**src/rtl/dmac_pkg.sv**
```systemverilog
package dmac_pkg;

    typedef enum logic [1:0] {
        ST_IDLE = 2'd0,
        ST_RUN  = 2'd1,
        ST_DONE = 2'd2
    } dmac_state_e;

    typedef struct packed {
        logic wide;
        logic sgn;
        logic xchg;
        logic sub_odd;
        logic rnd;
    } dmac_mode_t;

endpackage

```
**src/rtl/dmac_lane_pick.sv**
```systemverilog
module dmac_lane_pick #(
    parameter int VEC_W = 128,
    parameter int OP_W  = 32,
    localparam int N_HALF  = VEC_W / (OP_W / 2),
    localparam int N_FULL  = VEC_W / OP_W,
    localparam int IDX_W   = $clog2(N_HALF),
    localparam int FIDX_W  = $clog2(N_FULL),
    localparam int MASK_W  = VEC_W / 8
) (
    input  logic [VEC_W-1:0]  vec_n,
    input  logic [VEC_W-1:0]  vec_m,
    input  logic [MASK_W-1:0] mask,
    input  logic [IDX_W-1:0]  idx,
    input  logic              wide,
    input  logic              xchg,
    output logic [OP_W-1:0]   op_n,
    output logic [OP_W-1:0]   op_m,
    output logic              active
);
    localparam int HW = OP_W / 2;

    logic [OP_W-1:0] full_n [N_FULL];
    logic [OP_W-1:0] full_m [N_FULL];
    logic [HW-1:0]   half_n [N_HALF];
    logic [HW-1:0]   half_m [N_HALF];

    genvar g;
    generate
        for (g = 0; g < N_FULL; g++) begin : g_full
            assign full_n[g] = vec_n[g*OP_W +: OP_W];
            assign full_m[g] = vec_m[g*OP_W +: OP_W];
        end
        for (g = 0; g < N_HALF; g++) begin : g_half
            assign half_n[g] = vec_n[g*HW +: HW];
            assign half_m[g] = vec_m[g*HW +: HW];
        end
    endgenerate

    logic [IDX_W-1:0] n_idx;

    always_comb begin
        n_idx = xchg ? (idx ^ IDX_W'(1)) : idx;
        if (wide) begin
            op_n   = full_n[n_idx[FIDX_W-1:0]];
            op_m   = full_m[idx[FIDX_W-1:0]];
            active = mask[{idx[FIDX_W-1:0], 2'b00}];
        end else begin
            op_n   = {{HW{1'b0}}, half_n[n_idx]};
            op_m   = {{HW{1'b0}}, half_m[idx]};
            active = mask[{idx, 1'b0}];
        end
    end

endmodule

```
**src/rtl/dmac_mult.sv**
```systemverilog
module dmac_mult #(
    parameter int OP_W = 32,
    localparam int PROD_W = 2 * OP_W + 2
) (
    input  logic [OP_W-1:0]          a,
    input  logic [OP_W-1:0]          b,
    input  logic                     half,
    input  logic                     sgn,
    output logic signed [PROD_W-1:0] prod
);
    localparam int HW = OP_W / 2;

    logic signed [OP_W:0] a_x;
    logic signed [OP_W:0] b_x;

    always_comb begin
        if (half) begin
            a_x = {{(HW+1){sgn & a[HW-1]}}, a[HW-1:0]};
            b_x = {{(HW+1){sgn & b[HW-1]}}, b[HW-1:0]};
        end else begin
            a_x = {sgn & a[OP_W-1], a};
            b_x = {sgn & b[OP_W-1], b};
        end
    end

    assign prod = a_x * b_x;

endmodule

```
**src/rtl/dmac_long.sv**
```systemverilog
module dmac_long
    import dmac_pkg::*;
#(
    parameter int VEC_W   = 128,
    parameter int ACC_W   = 64,
    parameter int GUARD_W = 8,
    parameter int OP_W    = 32,
    localparam int N_HALF = VEC_W / (OP_W / 2),
    localparam int N_FULL = VEC_W / OP_W,
    localparam int IDX_W  = $clog2(N_HALF),
    localparam int MASK_W = VEC_W / 8,
    localparam int SUM_W  = ACC_W + GUARD_W,
    localparam int PROD_W = 2 * OP_W + 2
) (
    input  logic              clk,
    input  logic              rst_n,
    input  logic              start,
    input  logic [VEC_W-1:0]  vec_n,
    input  logic [VEC_W-1:0]  vec_m,
    input  logic [ACC_W-1:0]  acc_in,
    input  logic [MASK_W-1:0] lane_mask,
    input  logic              elem_wide,
    input  logic              is_signed,
    input  logic              exchange,
    input  logic              sub_odd,
    input  logic              round_high,
    output logic [ACC_W-1:0]  acc_out,
    output logic              busy,
    output logic              done,
    output logic              err
);
    localparam logic [SUM_W-1:0] RND_INC   = SUM_W'(1) << (GUARD_W - 1);
    localparam logic [IDX_W-1:0] LAST_HALF = IDX_W'(N_HALF - 1);
    localparam logic [IDX_W-1:0] LAST_FULL = IDX_W'(N_FULL - 1);

    dmac_state_e       state_q, state_d;
    dmac_mode_t        mode_q;
    logic [VEC_W-1:0]  n_q, m_q;
    logic [MASK_W-1:0] mask_q;
    logic [IDX_W-1:0]  idx_q;
    logic [SUM_W-1:0]  sum_q;
    logic              err_q;

    logic                     bad_mode;
    logic                     last_elem;
    logic [OP_W-1:0]          op_n, op_m;
    logic                     lane_act;
    logic signed [PROD_W-1:0] prod;
    logic [SUM_W-1:0]         prod_x, step, rnd_add;

    assign bad_mode  = (round_high && !elem_wide) ||
                       (!is_signed && (exchange || sub_odd));
    assign last_elem = idx_q == (mode_q.wide ? LAST_FULL : LAST_HALF);

    dmac_lane_pick #(.VEC_W(VEC_W), .OP_W(OP_W)) pick_i (
        .vec_n  (n_q),
        .vec_m  (m_q),
        .mask   (mask_q),
        .idx    (idx_q),
        .wide   (mode_q.wide),
        .xchg   (mode_q.xchg),
        .op_n   (op_n),
        .op_m   (op_m),
        .active (lane_act)
    );

    dmac_mult #(.OP_W(OP_W)) mult_i (
        .a    (op_n),
        .b    (op_m),
        .half (!mode_q.wide),
        .sgn  (mode_q.sgn),
        .prod (prod)
    );

    always_comb begin
        prod_x  = {{(SUM_W-PROD_W){prod[PROD_W-1]}}, prod};
        step    = (idx_q[0] && mode_q.sub_odd) ? (~prod_x + SUM_W'(1)) : prod_x;
        rnd_add = mode_q.rnd ? RND_INC : '0;
    end

    // next-state logic
    always_comb begin
        state_d = state_q;
        unique case (state_q)
            ST_IDLE: if (start) state_d = bad_mode ? ST_DONE : ST_RUN;
            ST_RUN:  if (last_elem) state_d = ST_DONE;
            ST_DONE: state_d = ST_IDLE;
            default: state_d = ST_IDLE;
        endcase
    end

    // state register
    always_ff @(posedge clk or negedge rst_n) begin
        if (!rst_n) state_q <= ST_IDLE;
        else        state_q <= state_d;
    end

    // datapath registers
    always_ff @(posedge clk or negedge rst_n) begin
        if (!rst_n) begin
            mode_q <= '0;
            n_q    <= '0;
            m_q    <= '0;
            mask_q <= '0;
            idx_q  <= '0;
            sum_q  <= '0;
            err_q  <= 1'b0;
        end else begin
            unique case (state_q)
                ST_IDLE: begin
                    if (start) begin
                        err_q <= bad_mode;
                        if (!bad_mode) begin
                            mode_q <= '{wide: elem_wide, sgn: is_signed, xchg: exchange,
                                        sub_odd: sub_odd, rnd: round_high};
                            n_q    <= vec_n;
                            m_q    <= vec_m;
                            mask_q <= lane_mask;
                            idx_q  <= '0;
                            sum_q  <= round_high ? {acc_in, {GUARD_W{1'b0}}}
                                                 : {{GUARD_W{1'b0}}, acc_in};
                        end
                    end
                end
                ST_RUN: begin
                    if (lane_act) sum_q <= sum_q + step + rnd_add;
                    idx_q <= idx_q + IDX_W'(1);
                end
                default: ;
            endcase
        end
    end

    // outputs
    always_comb begin
        busy    = state_q == ST_RUN;
        done    = state_q == ST_DONE;
        err     = done && err_q;
        acc_out = mode_q.rnd ? sum_q[SUM_W-1:GUARD_W] : sum_q[ACC_W-1:0];
    end

endmodule

```
**config.mk**
```make
export PLATFORM = sky130hd
export DESIGN_NAME = dmac_long
export DESIGN_NICKNAME = d
export VERILOG_FILES = /design/src/rtl/dmac_pkg.sv /design/src/rtl/dmac_lane_pick.sv /design/src/rtl/dmac_mult.sv /design/src/rtl/dmac_long.sv
export SDC_FILE = /design/constraint.sdc
export NUM_CORES = 2
export LEC_CHECK = 0
export BUFFER_PORTS_ARGS = -buffer_cell sky130_fd_sc_hd__buf_2
export CAP_MARGIN = 10
export CORE_MARGIN = 8
export CORE_UTILIZATION = 45
export DETAILED_ROUTE_END_ITERATION = 12
export PLACE_DENSITY = 0.63
export SETUP_SLACK_MARGIN = 0.5
export SYNTH_ARGS = -nofsm -noshare
export SYNTH_HDL_FRONTEND = slang
export SYNTH_SLANG_ARGS = --single-unit
```
**constraint.sdc**
```tcl
create_clock -name clk -period 14.9 [get_ports clk]
set_clock_uncertainty 0.2 [all_clocks]
set_input_delay 2.235 -clock clk [delete_from_list [all_inputs] [get_ports clk]]
set_output_delay 2.235 -clock clk [all_outputs]
set_load 0.1 [all_outputs]
```
# Word-level counts from Yosys, hierarchy flattened
# Index checks and enable logic that the tools add are counted.
# totals
ram_bits,0
output_inout_bits,67
input_bits,344
latchBits,0
romBits,0
mem_count,0
regBits,354
# classes
n_bitwise,11
n_mux,38
order_cmp,6
eq_ne,7
div_mod_pow,0
addsub,4
reduce_logical,15
n_mul,1
shifts,0
# op_table
cell,n
$mux W72,5
$mux W32,6
$pmux W72 S2,1
$bmux W32 S2,2
$bmux W16 S3,2
$add A72 B1 Y72 const B,1
$add A72 B72 Y72,1
$add A72 B8 Y72,1
$not A72 Y72,1
$mul A33 B33 Y66,1
$mux W33,2
$mux W16,4
$mux W64,1
$lt A4 B5 Y1 const B,2
$mux W3,3
$ge A4 B4 Y1 const B,2
$mux W8,1
$not A3 Y4,2
$ge A3 B3 Y1 const B,2
$mux W2,3
$not A2 Y3,2
$pmux W3 S2,1
$reduce_and A3 Y1,2
$and A1 B1 Y1,4
other kinds (18),30

# Logic depth before layout (Yosys ltp)
# logic_depth
word_depth,17
depth_mapped,55
ltp_nobuf,49

# By module
# Synthesis repeated with hierarchy kept, for this count alone.
# unflattened
cells_unflattened,7389
hier_area_um2,64867.2
# by_module_without_submodules
mod,instances,seq_area_each_um2,area_per_inst_um2,cells_each
dmac_mult,1,0.0,38988.6,4343
dmac_long,1,8883.5,21967.3,2666
dmac_lane_pick,1,0.0,3911.3,380

# Worst setup path after synthesis
# Ideal clock, no wire load.
# synth_path
path_type,register to register
start,reg idx_q[1]
end,reg sum_q[70]
period_less_slack_ns,13.776
path_slack_ns,1.124
setup_ns,0.194
arrival_ns,13.382
n_path_buf,9
path_stages_with_launch,53
path_cell_list,dfrtp_1 -> clkbuf_1 -> buf_1 -> buf_1 -> clkbuf_1 -> clkbuf_1 -> mux4_2 -> o21ai_0 -> clkbuf_1 -> clkbuf_1 -> nor2_1 -> fa_1 -> inv_1 -> fa_1 -> inv_1 -> fa_1 -> inv_1 -> fa_1 -> [... 17 more ...] -> nor4b_1 -> a21oi_1 -> xor2_1 -> ha_1 -> ha_1 -> clkbuf_1 -> a21o_1 -> a21o_1 -> a21oi_1 -> o21ai_0 -> a21oi_1 -> o21a_1 -> o21ai_0 -> a211o_1 -> o221a_2 -> a21oi_1 -> xor2_1 -> a31oi_1
# synth_via
elab_chain_cells,15
word_cells_on_any_way,39
cone_classes,3 x add/sub; 1 x mul; 1 x eq/ne; 24 x mux; 9 x bitwise; 1 x reduce/logical
# synth_rtl
item,line,source
start: declaration,dmac_long.sv:40,logic [IDX_W-1:0] idx_q;
start signal: assignment,dmac_long.sv:127,idx_q <= idx_q + IDX_W'(1);
$not A3 Y4 (implied by the code) (tied with other cells),dmac_lane_pick.sv:48,"op_n = {{HW{1'b0}}, half_n[n_idx]};"
$bmux W16 S3 (tied with other cells),dmac_lane_pick.sv:48,
$mux W16 (implied by the code) (tied with other cells) (2 in series),dmac_lane_pick.sv:48,
$mux W32,dmac_lane_pick.sv:43,if (wide) begin
$and A1 B1 Y1 (on tied branches),--,
$mux W33,dmac_mult.sv:17,if (half) begin
$mul A33 B33 Y66,dmac_mult.sv:26,assign prod = a_x * b_x;
$not A72 Y72,dmac_long.sv:77,step = (idx_q[0] && mode_q.sub_odd) ? (~prod_x + SUM_W'(1)) : prod_x;
$add A72 B1 Y72,dmac_long.sv:77,
$mux W72,dmac_long.sv:77,
$add A72 B72 Y72,dmac_long.sv:126,if (lane_act) sum_q <= sum_q + step + rnd_add;
$add A72 B8 Y72,dmac_long.sv:126,
$mux W72,dmac_long.sv:126,
$pmux W72 S2,dmac_long.sv:109,unique case (state_q)
end signal: assignment,dmac_long.sv:120,"sum_q <= round_high ? {acc_in, {GUARD_W{1'b0}}}"
end signal: assignment,dmac_long.sv:126,
end: declaration,dmac_long.sv:41,logic [SUM_W-1:0] sum_q;
# Several ways; a longest one is shown, not always the timed one. The select of a mux whose other input is x is not followed.
# A chain may end at the register's enable or synchronous reset.

# Worst setup path in the final report
# layout_path
start,reg idx_q[0]
end,reg sum_q[68]
# layout_via
elab_chain_cells,17
word_cells_on_any_way,42
cone_classes,3 x add/sub; 1 x mul; 1 x eq/ne; 25 x mux; 10 x bitwise; 2 x reduce/logical
# layout_rtl
item,line,source
$not A1 Y1 (no line),--,
$mux W1,dmac_lane_pick.sv:42,n_idx = xchg ? (idx ^ IDX_W'(1)) : idx;
$not A3 Y4 (implied by the code) / $not A2 Y3 (equally long branches),"dmac_lane_pick.sv:48, dmac_lane_pick.sv:44",
$bmux W16 S3 / $bmux W32 S2 (equally long branches),"dmac_lane_pick.sv:48, dmac_lane_pick.sv:44",
$mux W16 (implied by the code) / $mux W32 (equally long branches) (2 in series),"dmac_lane_pick.sv:48, dmac_lane_pick.sv:44",
$mux W32,dmac_lane_pick.sv:43,
$and A1 B1 Y1 (on tied branches),"dmac_mult.sv:18, dmac_mult.sv:21",
$mux W33,dmac_mult.sv:17,
$mul A33 B33 Y66,dmac_mult.sv:26,
$not A72 Y72,dmac_long.sv:77,
$add A72 B1 Y72,dmac_long.sv:77,
$mux W72,dmac_long.sv:77,
$add A72 B72 Y72,dmac_long.sv:126,
$add A72 B8 Y72,dmac_long.sv:126,
$mux W72,dmac_long.sv:126,
$pmux W72 S2,dmac_long.sv:109,
# Several ways; a longest one is shown, not always the timed one. The select of a mux whose other input is x is not followed.

==> results_dict.tcl <==
set metrics [dict create \
    yosys-top-cells-count "1539 x nand2_1, 1206 x inv_1, 1147 x fa_1" \
    fin_setup_tns_ps 0 \
    clk_pin_slew_ps 60 \
    setup_viol 0 \
    slew_violations 0 \
    gp_congestion 1.02 \
    ys_ff_latch 347 \
    syn_inst 7504 \
    synth_area_per_cell_um2 8.65 \
    period_needed_ps 13860 \
    gr-total-overflow 0 \
    cp-end-kind "flip-flop" \
    cp_max_fo 11 \
    hold_depth 2 \
    nets 9622 \
    grt_use_total 0.287 \
    first_pass_iters 6 \
    cts-root-buf "clkbuf_16" \
    die_w_um 396 \
    hold_class "reg -> reg" \
    cts_sinks 347 \
    cp.required_ps 15200 \
    rows 139 \
    area_delta_synth_final_pct 10.4 \
    r2r_cells 46 \
    seq_area_frac_synth 0.134 \
    worstSetupStartpoint "idx_q[0]$_DFFE_PN0P_" \
    routedWlPerCell_um 23.6 \
    h-tree-depth 2 \
    grt_max_degree 119 \
    cp.arrival_ps 14170 \
    worstMarginPinSlew_ps 1170 \
    cts_buffers 40 \
    cpPeakStageDelay_ps 700 \
    synth_area_leaders "fa_1 35%, dfrtp_1 13%, nand2_1 8.9%" \
    slew_headroom 0.217 \
    place_ws_ps 1.34 \
    worstSkewPairLatency_ps 610 \
    nFillCells 13653 \
    critPathKind "reg -> reg" \
    grt_pass1_wl_um 347000 \
    finalWirelength_um 229000 \
    cap_violations 0 \
    async_reset_ff_frac 1.00 \
    dp_hpwl_um 187000 \
    syn_nets 9354 \
    io_buffers 402 \
    vias_per_cell 5.64 \
    hold_viol 0 \
    start_util 0.453 \
    die_h_um 396 \
    cts_tree "built" \
    synth.cell_area_um2 64900 \
    yosysMostFrequentCell "nand2_1" \
    synth.top_cell.area_share 0.354 \
    io_pins 411 \
    synth_area_leader_cell "fa_1" \
    critPathSlowestCell "fa_1" \
    route.detailed.drc 0 \
    start_kind "flip-flop" \
    cts_hold_buf 0 \
    rsz0062_at_grt "no" \
    setup_slack_ps 1040 \
    layout-drive-gt1-share 0.130 \
    ant_nets 0 \
    design.die.area_um2 157000 \
    num_vias 54717 \
    fmax_mhz 72.1 \
    period_share 0.930 \
    synth_edf_count 0 \
    antenna_found_initial 11 \
    clockBufferDepth 3 \
    grt_pass1_vias 57331 \
    rr_startpoint "idx_q[0]$_DFFE_PN0P_" \
    synth_ff_type "dfrtp_1" \
    ys_warn_count 0 \
    hp-start "n_q[121]$_DFFE_PN0P_" \
    core_area_um2 143000 \
    ys_types 90 \
    status "completed" \
    drt_iter0_drc 4721 \
    cpMostUsedCell "fa_1" \
]
[registers in the layout, indices dropped and copies added, names as in the netlist]
signal / cells
mask_q: 8
m_q: 128
err_q: 1
state_q: 2
idx_q: 3
mode_q: 5
sum_q: 72
n_q: 128
[cell families after synthesis]
family,synth area share
multiplexers,0.0648
buffers and inverters,0.0946
AND/OR/NAND/NOR,0.170
adder cells (fa/ha/maj),0.423
XOR/XNOR,0.0255
AO/OA/AOI/OAI,0.0881
flip-flops,0.134
[per-layer routing]
layer | up-vias | GRT usage | share of wire | wire [um]
li1 | 23978 | - | - | -
met1 | 27554 | 0.361 | 0.38 | 86600
met2 | 2441 | 0.460 | 0.46 | 105000
met3 | 722 | 0.0697 | 0.096 | 21800
met4 | 22 | 0.149 | 0.065 | 14800
met5 | - | 0 | 0.00066 | 150
[stage by stage]
stage                     hold slack [ps]  instance area [um2]  utilization  cells
after floorplan                       237                64900            -   7504
after global placement                259                69800        0.487   9616
after detailed placement              258                69800        0.487   9616
after CTS                             271                71300        0.497   9695
after global routing                  306                71600        0.500   9704
final                                 269                71600        0.500   9706
[what timing repair did]
action | 4_1_cts | 5_1_grt
setup buffers | 7 | 8
setup endpoints to repair | 20 | 28
resized for setup | 6 | 51
gates cloned | 1 | 1
pin swaps | 1 | 2
[final timing paths]
kind,end,slack (ps)
max reg2reg,sum_q[68]$_DFFE_PN0P_,1040
min reg2reg,n_q[121]$_DFFE_PN0P_,270
max in group asynchronous,n_q[54]$_DFFE_PN0P_,10980
max,sum_q[68]$_DFFE_PN0P_,1040
min in group asynchronous,mask_q[6]$_DFFE_PN0P_,1350
min,n_q[121]$_DFFE_PN0P_,270
[cell type report]
| cell class | count | area, um2 | share of cell area |
|---|---|---|---|
| well taps | 1903 | 2380 | 0.0333 |
| multi-input cells | 5527 | 50400 | 0.704 |
| flip-flops and latches | 347 | 8700 | 0.121 |
| diodes | 2 | 5.00 | 0.0000699 |
| clock inverters | 17 | 224 | 0.00313 |
| clock buffers | 54 | 1150 | 0.0161 |
| inverters | 1208 | 4540 | 0.0634 |
| repair buffers | 648 | 4170 | 0.0582 |
[cells in the final DEF, fill, tap and decap left out, drive strengths merged, types with 35 or more instances in the layout]
cell type  count
and2          55
nand3         47
o211ai        40
ha           359
nor3          38
dfrtp        347
xnor2        123
mux2          64
mux2i         89
clkbuf        55
nand4         45
o21bai        38
nor2         759
xor2          66
a21oi        320
nand2b        35
mux4         115
inv         1207
buf          647
a21o         122
nand2       1539
fa          1147
o21ai        151
[critical path: cells and delay by family (launching register included)]
kind / cells / cell delay (ps)
buffers and inverters: 8 / 840
flip-flops: 1 / 610
adder cells (fa/ha/maj): 11 / 5290
XOR/XNOR: 2 / 390
AO/OA/AOI/OAI: 14 / 4140
multiplexers: 3 / 550
AND/OR/NAND/NOR: 8 / 1720
Power is left out: the tool's default activity adds up to more than one toggle a clock period on the data nets, which glitch-free logic cannot reach.
